### src/rtl/tsi_pkg.sv
package tsi_pkg;

    typedef enum logic [1:0] {
        BW_16K  = 2'd0,
        BW_32K  = 2'd1,
        BW_64K  = 2'd2,
        BW_128K = 2'd3
    } bw_e;

    localparam int NUM_ACC = 2;

    // number of bit cells a connection of this bandwidth occupies in a slot
    function automatic logic [3:0] field_width(bw_e bw);
        case (bw)
            BW_16K:  return 4'd2;
            BW_32K:  return 4'd4;
            default: return 4'd8;
        endcase
    endfunction

    // true when cell b of a slot belongs to a field starting at off
    function automatic logic cell_in_field(bw_e bw, logic [2:0] off, logic [2:0] b);
        logic [3:0] lo;
        logic [3:0] hi;
        lo = {1'b0, off};
        hi = lo + field_width(bw);
        if (bw == BW_64K || bw == BW_128K)
            return 1'b1;
        return ({1'b0, b} >= lo) && ({1'b0, b} < hi);
    endfunction

endpackage

### src/rtl/tsi_frame_timer.sv
module tsi_frame_timer #(
    parameter int FRAME_BITS = 256,
    localparam int PW = $clog2(FRAME_BITS)
) (
    input  logic          clk,
    input  logic          rst,
    input  logic          fs,
    output logic [PW-1:0] cur_pos,
    output logic          wsel,
    output logic          bank_q,
    output logic          started_q
);

    logic [PW-1:0] cnt_q;

    assign cur_pos = fs ? '0 : cnt_q;
    assign wsel    = fs ? ~bank_q : bank_q;

    always_ff @(posedge clk) begin
        if (rst) begin
            cnt_q     <= '0;
            bank_q    <= 1'b0;
            started_q <= 1'b0;
        end else begin
            cnt_q  <= (cur_pos == PW'(FRAME_BITS - 1)) ? '0 : cur_pos + 1'b1;
            bank_q <= wsel;
            if (fs)
                started_q <= 1'b1;
        end
    end

    // banks exchange roles at every strobe
    assert_bank_swap_R2: assert property (@(posedge clk) disable iff (rst)
        fs |=> (bank_q != $past(bank_q)));

    assert_bank_hold_R2: assert property (@(posedge clk) disable iff (rst)
        !fs |=> $stable(bank_q));

endmodule

### src/rtl/tsi_data_mem.sv
module tsi_data_mem #(
    parameter int SLOTS = 32,
    parameter int NRD   = 3,
    localparam int SW   = $clog2(SLOTS)
) (
    input  logic                     clk,
    input  logic                     we,
    input  logic                     wsel,
    input  logic [SW-1:0]            wslot,
    input  logic [2:0]               wcell,
    input  logic                     din,
    input  logic                     rbank,
    input  logic [NRD-1:0][SW-1:0]   rslot,
    output logic [NRD-1:0][7:0]      rbyte
);

    logic [7:0] mem_q [2][SLOTS];

    // cell 0 of a slot is bit 7 of the stored byte
    always_ff @(posedge clk) begin
        if (we)
            mem_q[wsel][wslot][3'd7 - wcell] <= din;
    end

    for (genvar k = 0; k < NRD; k++) begin : g_rd
        assign rbyte[k] = mem_q[rbank][rslot[k]];
    end

endmodule

### src/rtl/tsi_conn_mem.sv
module tsi_conn_mem #(
    parameter int SLOTS = 32,
    parameter int EW    = 14,
    localparam int SW   = $clog2(SLOTS)
) (
    input  logic          clk,
    input  logic          rst,
    input  logic          fs,
    input  logic          we,
    input  logic [SW-1:0] waddr,
    input  logic [EW-1:0] wentry,
    input  logic [SW-1:0] rd_slot,
    output logic [EW-1:0] ent,
    output logic [EW-1:0] prv
);

    logic [SLOTS-1:0][EW-1:0] shadow_q;
    logic [SLOTS-1:0][EW-1:0] act_q;
    logic [SW-1:0]            prv_slot;

    always_ff @(posedge clk) begin
        if (rst) begin
            shadow_q <= '0;
            act_q    <= '0;
        end else begin
            if (we)
                shadow_q[waddr] <= wentry;
            if (fs)
                act_q <= shadow_q;
        end
    end

    assign prv_slot = rd_slot - SW'(rd_slot[0]);
    assign ent      = act_q[rd_slot];
    assign prv      = act_q[prv_slot];

    // the active map never moves inside a frame
    assert_map_frozen_R7: assert property (@(posedge clk) disable iff (rst)
        !fs |=> $stable(act_q));

endmodule

### src/rtl/subrate_tsi.sv
module subrate_tsi
    import tsi_pkg::*;
#(
    parameter int SLOTS = 32,
    localparam int SW   = $clog2(SLOTS),
    localparam int FB   = SLOTS * 8,
    localparam int PW   = $clog2(FB)
) (
    input  logic                      clk,
    input  logic                      rst,
    input  logic                      fs,
    input  logic                      sdi,
    output logic                      sdo,
    output logic                      oe,
    input  logic                      cm_we,
    input  logic [SW-1:0]             cm_slot,
    input  logic                      cm_valid,
    input  logic [SW-1:0]             cm_src,
    input  logic [1:0]                cm_bw,
    input  logic [2:0]                cm_off,
    input  logic [NUM_ACC-1:0][SW-1:0] acc_slot,
    input  logic [NUM_ACC-1:0]        acc_inj_en,
    input  logic [NUM_ACC-1:0][7:0]   acc_inj_byte,
    output logic [NUM_ACC-1:0][7:0]   acc_rd
);

    typedef struct packed {
        logic          valid;
        logic [SW-1:0] src;
        bw_e           bw;
        logic [2:0]    off;
    } cm_entry_t;

    localparam int EW  = $bits(cm_entry_t);
    localparam int NRD = NUM_ACC + 1;

    logic [PW-1:0] cur_pos;
    logic          wsel;
    logic          bank_q;
    logic          started_q;

    tsi_frame_timer #(.FRAME_BITS(FB)) u_timer (
        .clk       (clk),
        .rst       (rst),
        .fs        (fs),
        .cur_pos   (cur_pos),
        .wsel      (wsel),
        .bank_q    (bank_q),
        .started_q (started_q)
    );

    // output stage runs one cell behind the input
    logic [PW-1:0] st_pos_q;
    logic          st_on_q;
    logic [NUM_ACC-1:0][SW-1:0] acc_slot_q;
    logic [NUM_ACC-1:0]         inj_en_q;
    logic [NUM_ACC-1:0][7:0]    inj_byte_q;

    always_ff @(posedge clk) begin
        if (rst) begin
            st_pos_q   <= '0;
            st_on_q    <= 1'b0;
            acc_slot_q <= '0;
            inj_en_q   <= '0;
            inj_byte_q <= '0;
        end else begin
            st_pos_q <= cur_pos;
            st_on_q  <= started_q | fs;
            if (fs) begin
                acc_slot_q <= acc_slot;
                inj_en_q   <= acc_inj_en;
                inj_byte_q <= acc_inj_byte;
            end
        end
    end

    logic [SW-1:0] st_slot;
    logic [2:0]    st_cell;
    assign st_slot = st_pos_q[PW-1:3];
    assign st_cell = st_pos_q[2:0];

    cm_entry_t wr_ent, ent, prv;
    logic [EW-1:0] ent_raw, prv_raw;

    assign wr_ent = '{valid: cm_valid, src: cm_src, bw: bw_e'(cm_bw), off: cm_off};

    tsi_conn_mem #(.SLOTS(SLOTS), .EW(EW)) u_cmem (
        .clk     (clk),
        .rst     (rst),
        .fs      (fs),
        .we      (cm_we),
        .waddr   (cm_slot),
        .wentry  (wr_ent),
        .rd_slot (st_slot),
        .ent     (ent_raw),
        .prv     (prv_raw)
    );

    assign ent = cm_entry_t'(ent_raw);
    assign prv = cm_entry_t'(prv_raw);

    logic unused_prv_off;
    assign unused_prv_off = ^prv.off;

    logic          pair_tail;
    logic [SW-1:0] sw_src;
    logic          sw_on;

    assign pair_tail = st_slot[0] && prv.valid && (prv.bw == BW_128K);
    assign sw_src    = pair_tail ? prv.src + 1'b1 : ent.src;
    assign sw_on     = pair_tail || (ent.valid && cell_in_field(ent.bw, ent.off, st_cell));

    logic [NRD-1:0][SW-1:0] rslot;
    logic [NRD-1:0][7:0]    rbyte;

    assign rslot[0] = sw_src;
    for (genvar k = 0; k < NUM_ACC; k++) begin : g_acc
        assign rslot[k+1] = acc_slot_q[k];
        assign acc_rd[k]  = rbyte[k+1];
    end

    tsi_data_mem #(.SLOTS(SLOTS), .NRD(NRD)) u_dmem (
        .clk   (clk),
        .we    (~rst),
        .wsel  (wsel),
        .wslot (cur_pos[PW-1:3]),
        .wcell (cur_pos[2:0]),
        .din   (sdi),
        .rbank (~bank_q),
        .rslot (rslot),
        .rbyte (rbyte)
    );

    logic [NUM_ACC-1:0] inj_hit;
    for (genvar k = 0; k < NUM_ACC; k++) begin : g_hit
        assign inj_hit[k] = inj_en_q[k] && (acc_slot_q[k] == st_slot);
    end

    always_comb begin
        sdo = 1'b1;
        oe  = 1'b0;
        if (st_on_q) begin
            if (inj_hit[0]) begin
                sdo = inj_byte_q[0][3'd7 - st_cell];
                oe  = 1'b1;
            end else if (inj_hit[1]) begin
                sdo = inj_byte_q[1][3'd7 - st_cell];
                oe  = 1'b1;
            end else if (sw_on) begin
                sdo = rbyte[0][3'd7 - st_cell];
                oe  = 1'b1;
            end
        end
    end

    // idle cells carry ones
    assert_idle_ones_R6: assert property (@(posedge clk) disable iff (rst)
        !oe |-> sdo);

    // nothing leaves before the first strobe
    assert_quiet_start_R1: assert property (@(posedge clk) disable iff (rst)
        !st_on_q |-> !oe);

    // an injected slot always drives the highway
    assert_inject_drive_R9: assert property (@(posedge clk) disable iff (rst)
        (st_on_q && (inj_hit != '0)) |-> oe);

    // the second half of a pair always drives
    assert_pair_tail_R5: assert property (@(posedge clk) disable iff (rst)
        (st_on_q && pair_tail) |-> oe);

    // access read-back holds for a whole frame
    assert_acc_hold_R8: assert property (@(posedge clk) disable iff (rst)
        !fs |=> $stable(acc_rd));

endmodule

### config.mk
export PLATFORM = sky130hd
export DESIGN_NAME = subrate_tsi
export DESIGN_NICKNAME = d
export VERILOG_FILES = /design/src/rtl/tsi_pkg.sv /design/src/rtl/tsi_frame_timer.sv /design/src/rtl/tsi_data_mem.sv /design/src/rtl/tsi_conn_mem.sv /design/src/rtl/subrate_tsi.sv
export SDC_FILE = /design/constraint.sdc
export NUM_CORES = 2
export LEC_CHECK = 0
export BUFFER_PORTS_ARGS = -buffer_cell sky130_fd_sc_hd__buf_2
export CAP_MARGIN = 10
export CORE_MARGIN = 5
export CORE_UTILIZATION = 45
export CTS_CLUSTER_DIAMETER = 60
export DETAILED_ROUTE_END_ITERATION = 10
export GPL_TIMING_DRIVEN = 0
export SETUP_SLACK_MARGIN = 0.15
export SLEW_MARGIN = 20
export SYNTH_ARGS = -nofsm -noshare
export SYNTH_HDL_FRONTEND = slang
export SYNTH_SLANG_ARGS = --single-unit
### constraint.sdc
create_clock -name clk -period 8.99 [get_ports clk]
set_input_delay 1.798 -clock clk [delete_from_list [all_inputs] [get_ports clk]]
set_output_delay 1.798 -clock clk [all_outputs]
set_load 0.02 [all_outputs]
-- Yosys cells after proc, flatten, opt, wreduce, memory -nomap -nowiden
Memory sizes are Yosys's and may differ from the RTL's.
Index checks and enable logic that the tools add are counted.
- output and inout bits: 18
- bits in registers: 751
- memories: 1
- memory bits (writable): 512
- memories (name ; depth ; bits a word ; read ports ; clocked after Yosys merged registers in ; write ports ; RTL line ; source):
    u_dmem.mem_q ; 2 ; 256 ; 1 ; 0 ; 1 ; tsi_data_mem.sv:17 ; logic [7:0] mem_q [2][SLOTS];
- reductions and logical operators: 13
- bitwise logic cells: 6
- muxes and demuxes: 42
- $add $sub $neg: 6
- equal/unequal tests: 7
- $lt $le $gt $ge: 14
- operator list (kind ; count):
    bitwise mux 352 bit ; 1
    2-to-1 mux 256 bit ; 1
    binary-select mux 8 bit (select 5 bit) ; 3
    binary-select mux 11 bit (select 5 bit) ; 2
    2-to-1 mux 8 bit ; 8
    demux 11 bit (select 5 bit) ; 1
    demux 8 bit (select 5 bit) ; 1
    2-to-1 mux 11 bit ; 3
    >= comparator 6 bit, second input constant ; 4
    NOT 5 -> 6 bit ; 4
    < comparator 5 x 6 -> 1 bit, second input constant ; 3
    2-to-1 mux 1 bit ; 16
    == test 5 bit ; 2
    binary-select mux 1 bit (select 3 bit) ; 3
    logical AND 1 bit ; 9
    adder 8 x 1 -> 8 bit, second input constant ; 1
    == test 8 bit, second input constant ; 1
    < comparator 3 x 4 -> 1 bit, second input constant ; 2
    one-hot mux 4 bit (2 select lines) ; 1
    == test 2 bit, second input constant ; 3
    < comparator 6 x 1 -> 1 bit, second input constant ; 1
    subtractor 3 bit, first input constant ; 2
    adder 5 x 1 -> 5 bit, second input constant ; 1
    >= comparator 5 x 1 -> 1 bit, second input constant ; 1
    other kinds (13) ; 14

-- Depth between registers and ports, before layout
- depth in word-level cells: 16
- mapped depth: 23
- depth with buffers taken out: 16

-- Cells and area by module
A second synthesis with hierarchy kept.
- cell total of the unflattened synthesis: 5153
- area, all modules: 60842.1 µm²
- by module, submodules not included (module ; area an instance (µm²) ; sequential area each (µm²) ; cells an instance ; instances):
    tsi_data_mem ; 30329.1 ; 15374.7 ; 2048 ; 1
    tsi_conn_mem ; 28169.5 ; 14093.5 ; 2869 ; 1
    subrate_tsi ; 1844.3 ; 740.7 ; 181 ; 1
    tsi_frame_timer ; 499.2 ; 200.2 ; 55 ; 1

-- Worst setup path after synthesis
OpenSTA, ideal clock, no wires.
- path type: register to output
- start point: register st_pos_q[4]
- end point: output port oe
- buffers on the path: 9
- arrival: 5.245 ns
- path slack: 1.947 ns
- required time: 7.192 ns
- stages on the path, launching flop included: 24
- path through: dfxtp_1 -> buf_6 -> buf_12 -> buf_12 -> buf_8 -> buf_12 -> buf_6 -> buf_1 -> clkbuf_1 -> buf_1 -> mux4_2 -> mux4_2 -> nand2_1 -> and2_1 -> inv_1 -> ha_1 -> fa_1 -> inv_1 -> ha_1 -> a21oi_1 -> o22ai_1 -> a21oi_1 -> nor2_1 -> a21boi_0
- cells in the longest elaborated chain, start to end: 14
- elaborated cells on any way between the ends: 30
- ends and longest elaborated chain (what ; RTL line ; source):
    start, declared ; subrate_tsi.sv:53 ; logic [PW-1:0] st_pos_q;
    start signal, assigned ; subrate_tsi.sv:67 ; st_pos_q <= cur_pos;
    binary-select mux 11 bit (select 5 bit) ; tsi_conn_mem.sv:34 ; assign ent = act_q[rd_slot];
    2-to-1 mux 11 bit (not written as such) ; tsi_conn_mem.sv:34 ;
    == test 2 x 1 -> 1 bit or logical NOT 2 bit (tied branches) ; tsi_pkg.sv:14 ; case (bw)
    one-hot mux 4 bit (2 select lines) ; tsi_pkg.sv:14 ;
    adder 3 x 4 -> 4 bit ; tsi_pkg.sv:26 ; hi = lo + field_width(bw);
    < comparator 3 x 4 -> 1 bit ; tsi_pkg.sv:29 ; return ({1'b0, b} >= lo) && ({1'b0, b} < hi);
    logical AND 1 bit ; tsi_pkg.sv:29 ;
    2-to-1 mux 1 bit ; tsi_pkg.sv:29 ;
    logical AND 1 bit ; subrate_tsi.sv:111 ; assign sw_on = pair_tail || (ent.valid && cell_in_field(ent.bw, ent.off, st_cell));
    logical OR 1 bit ; subrate_tsi.sv:111 ;
    2-to-1 mux 1 bit ; subrate_tsi.sv:149 ; end else if (sw_on) begin
    2-to-1 mux 1 bit ; subrate_tsi.sv:146 ; end else if (inj_hit[1]) begin
    2-to-1 mux 1 bit (*) ; subrate_tsi.sv:143 ; if (inj_hit[0]) begin
    2-to-1 mux 1 bit (*) ; subrate_tsi.sv:142 ; if (st_on_q) begin
    end, declared ; subrate_tsi.sv:14 ; output logic oe,
Mark *: on every way between the ends. The rest lies on a longest branch, timed or not. The select of a mux whose other input is x is not followed.

-- Worst setup path after layout
- start point: register u_timer.bank_q
- end point: output port sdo
- cells in the longest elaborated chain, start to end: 11
- ends and longest elaborated chain (what ; RTL line ; source):
    start, declared ; tsi_frame_timer.sv:10 ; output logic bank_q,
    start signal, assigned ; tsi_frame_timer.sv:26 ; bank_q <= wsel;
    NOT 1 bit ; subrate_tsi.sv:129 ; .rbank (~bank_q),
    memory read (2 x 256 bit) ; n/a ;
    binary-select mux 8 bit (select 5 bit) ; tsi_data_mem.sv:26 ; assign rbyte[k] = mem_q[rbank][rslot[k]];
    2-to-1 mux 8 bit (not written as such) (2 in a row) ; tsi_data_mem.sv:26 ;
    binary-select mux 1 bit (select 3 bit) ; subrate_tsi.sv:150 ; sdo = rbyte[0][3'd7 - st_cell];
    2-to-1 mux 1 bit (not written as such) ; subrate_tsi.sv:150 ;
    2-to-1 mux 1 bit ; subrate_tsi.sv:149 ;
    2-to-1 mux 1 bit ; subrate_tsi.sv:146 ;
    2-to-1 mux 1 bit ; subrate_tsi.sv:143 ;
    2-to-1 mux 1 bit ; subrate_tsi.sv:142 ;
    end, declared ; subrate_tsi.sv:13 ; output logic sdo,
Every way passes these cells. The select of a mux whose other input is x is not followed.

==> summary.md <==
| Metric | Value |
|---|---|
| Clock transition time at the flip-flop clock pins of the worst setup and hold paths | `60 ps` |
| Highest fanout seen on the critical path | `10` |
| Per-cell routed wire length | `around 35 um` |
| Worst hold path cell count | `2` |
| Commonest cells post-synth | `sky130_fd_sc_hd__nor2_1, sky130_fd_sc_hd__mux2i_1, sky130_fd_sc_hd__dfxtp_1, sky130_fd_sc_hd__nand2_1, sky130_fd_sc_hd__edfxtp_1` |
| Static Leakage | `around 23 nW` |
| Post-cts hold buffer count | `0` |
| Number of cells produced by synthesis | `roughly 5600` |
| Number of synthesized flops with an enable pin | `512` |
| Effective utilization at floorplan | `45.17%` |
| Required @ worst endpoint | `7190 ps` |
| DR DRC count | `1` |
| Area contributors post-synth | `sky130_fd_sc_hd__edfxtp_1, sky130_fd_sc_hd__dfxtp_1, sky130_fd_sc_hd__mux2i_1` |
| Synth Register Bits | `roughly 1300` |
| Row Count | `133` |
| Initial antenna violation count | `14` |
| Predominant post-synthesis flop cell | `sky130_fd_sc_hd__dfxtp_1` |
| Run status | `finished with violations` |
| Critical Path Start Type | `register` |
| Overflow left after global routing | `0` |
| Die span in x | `between 300 and 400 um` |
| Count of antenna-violating nets left after detailed routing | `0` |
| Startpoint of the most critical register-to-register path | `u_timer.bank_q` |
| Critical Path Source | `u_timer.bank_q` |
| Deepest clock path buffer count | `3` |
| First-pass detailed-route iteration total | `11` |
| Max-cap violations | `0` |
| Final standard cell utilization of the core | `about half` |
| Setup repair after global routing missed its margin | `yes` |
| F_max | `0.1075 GHz` |
| Total global-route track usage | `37.24%` |
| Crit Path Category | `reg2out` |
| Port Buf Inserts | `62` |
| Warning count from the yosys run | `0` |
| CTS root buffer | `sky130_fd_sc_hd__clkbuf_16` |
| Dominant cell by count in the synthesized netlist | `sky130_fd_sc_hd__nor2_1` |
| Wire length of the first global-routing pass | `around 360 mm` |
| Via count of the first global-routing pass | `around 47000` |
| Pin count of the biggest net entering global routing | `148` |
| Detailed placement HPWL | `between 150 and 200 mm` |
| Distinct cell type count of the synthesized netlist | `between 80 and 90` |
| Transition time of the tightest slew-check pin | `1352 ps` |
| Post-synthesis cell area | `59300 um2` |
| Clock sinks | `roughly 1300` |
| I/O pin total | `67` |
| Number of max-slew violations in the final report | `0` |
| Final Cycle Share | `103.5%` |
| Total number of vias | `49936` |
| Mean number of vias per cell | `~6.5` |
| Capturing element type of the critical path | `output port` |
| Final wirelength | `around 270 mm` |
| Final critical delay including setup and external delays | `just over 9000 ps` |
| Average footprint of a synthesized cell | `10.58 um2` |
| Die boundary height | `373.0 um` |
| Worst setup path endpoint | `sdo` |
| Share of flip-flops with an asynchronous set or reset after synthesis | `0%` |
| Power per Cell Area | `~200 nW/um2` |
| Overall Power | `approximately 13 mW` |
| Number of nets in the synthesized netlist | `between 5000 and 6000` |
| Final RePlAce weighted congestion | `about 1.1` |
| Remaining max-slew budget at the tightest pin | `about a tenth` |
| DIE AREA | `139100 um2` |
| Final hold violation count | `0` |
| Largest voltage drop on the vdd net | `roughly 0.00016 V` |
| Worst skew pair latency | `810 ps` |
| Layout filler cell count | `about 12000` |
| Htree depth | `4` |
| Total clock buffers created by CTS | `approximately 150` |
| Number of endpoints failing setup at the final stage | `3` |
| Register area share after synthesis | `between 50% and 60%` |
| Area of the core region | `131300 um2` |
| Worst clock skew on the final layout | `around 26 ps` |
| Layout cells sized above 1 | `a little over an eighth` |
| Violations in the final reports | `DRC, setup timing` |
| Worst r2r dst | `u_dmem.mem_q[1][135]` |
| TritonCTS clock tree | `done` |
| R2R cell count | `12` |
| Min setup slack post-route | `-315.6 ps` |
| Cell type with the highest aggregate area in the netlist | `sky130_fd_sc_hd__edfxtp_1` |
| Detailed router's first-iteration violation count | `a little under 8000` |
| Type of the tightest min-delay check | `reg2reg` |
| Data arrival at the endpoint of the critical path | `approximately 7500 ps` |
| Tightest hold margin | `between 400 and 500 ps` |
| Synth top area share | `around a quarter` |
| Synth-to-Final Area Change | `13.17%` |
| Reg2reg setup slack | `between 2000 and 2500 ps` |
| Count of nets after finishing | `5884` |
-- power breakdown --
group,switching (mW),leakage [nW],internal [mW]
logic,0.850,10.1,0.360
clock network,2.59,2.31,3.42
registers,0.0191,10.7,5.98
total,3.45,23.1,9.76
-- logic make-up after synthesis --
family / Yosys count / synth area share, %
simple gates: 2071 / 14.10
fa+ha+maj: 9 / 0.2026
xor+xnor: 21 / 0.3102
buf+inv: 522 / 3.760
compound gates: 637 / 6.792
flops: 1263 / 51.28
mux: 1083 / 23.56
-- flip-flops by register name, summed over array words and instances (netlist names) --
name               flops
inj_en_q               2
inj_byte_q            16
u_cmem.act_q         352
st_on_q                1
u_timer.bank_q         1
u_timer.cnt_q          8
u_dmem.mem_q         512
st_pos_q               8
u_cmem.shadow_q      352
acc_slot_q            10
u_timer.started_q      1
-- worst min path at each step --
stage	start	slack [ps]	to
after floorplan	u_timer.started_q	420	st_on_q
after global placement	u_cmem.shadow_q[22]	440	u_cmem.shadow_q[22]
after detailed placement	u_cmem.shadow_q[99]	450	u_cmem.shadow_q[99]
after CTS	u_cmem.shadow_q[343]	450	u_cmem.shadow_q[343]
after global routing	u_cmem.shadow_q[222]	470	u_cmem.shadow_q[222]
final	u_cmem.shadow_q[37]	450	u_cmem.shadow_q[37]
-- cell usage in the layout, fill, tap and decap left out, drive strengths merged, types with 82 or more instances in the layout --
master | Yosys | layout
nor2 | 1198 | 1198
mux2i | 763 | 763
dfxtp | 751 | 751
nand2 | 596 | 596
clkbuf | 354 | 556
edfxtp | 512 | 512
a21oi | 289 | 289
mux4 | 238 | 238
buf | 147 | 218
nand3 | 86 | 86
mux2 | 82 | 82
-- area by class of cell --
class / instances / area, um2 / share of cell area [%]
flip-flops and latches: 1263 / 30410 / 45.31
multi-input cells: 3821 / 26780 / 39.91
clock buffers: 200 / 4046 / 6.029
plain buffers: 498 / 2286 / 3.406
well taps: 1755 / 2196 / 3.272
clock inverters: 60 / 701.9 / 1.046
repair buffers: 76 / 570.5 / 0.8501
inverters: 21 / 78.83 / 0.1175
diodes: 15 / 37.54 / 0.05593
-- worst max-delay path, cell delays in order, from the launching register on --
cell                       delay [ps]
sky130_fd_sc_hd__dfxtp_1          300
sky130_fd_sc_hd__clkbuf_1         370
sky130_fd_sc_hd__clkinv_1         340
sky130_fd_sc_hd__clkbuf_1         700
sky130_fd_sc_hd__clkbuf_1         900
sky130_fd_sc_hd__clkbuf_1        1000
sky130_fd_sc_hd__clkbuf_2         730
sky130_fd_sc_hd__a21oi_1          300
sky130_fd_sc_hd__nor4_2           530
sky130_fd_sc_hd__o32ai_1          220
sky130_fd_sc_hd__o41ai_2          370
sky130_fd_sc_hd__a211oi_2         140
sky130_fd_sc_hd__o41a_1           520
sky130_fd_sc_hd__buf_2            240
-- timing repair --
action                                  in CTS  in global routing
gates resized for setup                     46                 10
setup buffers                                7                  0
cloned                                       0                  0
hold endpoints to repair                     0                  0
endpoints found under the setup margin       8                  4
pin swaps                                    5                  0
-- through the flow --
stage | setup WS, ps | setup TNS (ps) | cells | area (um2)
after global placement | -1360 | -2533 | 7423 | 61810
after detailed placement | -781.3 | -1283 | 7430 | 62090
after global routing | -21.93 | -21.93 | 7694 | 67070
final | -315.6 | -407.6 | 7709 | 67110
after floorplan | 1947 | 0 | 5606 | 59300
after CTS | 161.4 | 0 | 7694 | 67050
-- routing by layer --
layer	GRT usage (%)	part of all wire, %	up-vias
met5	0	0.034	-
met4	28.67	9.6	6
met3	10.84	12	1085
met2	56.27	43	3837
met1	44.89	35	24543
li1	-	-	20465
No activity file was read; power rests on OpenSTA's default activity.
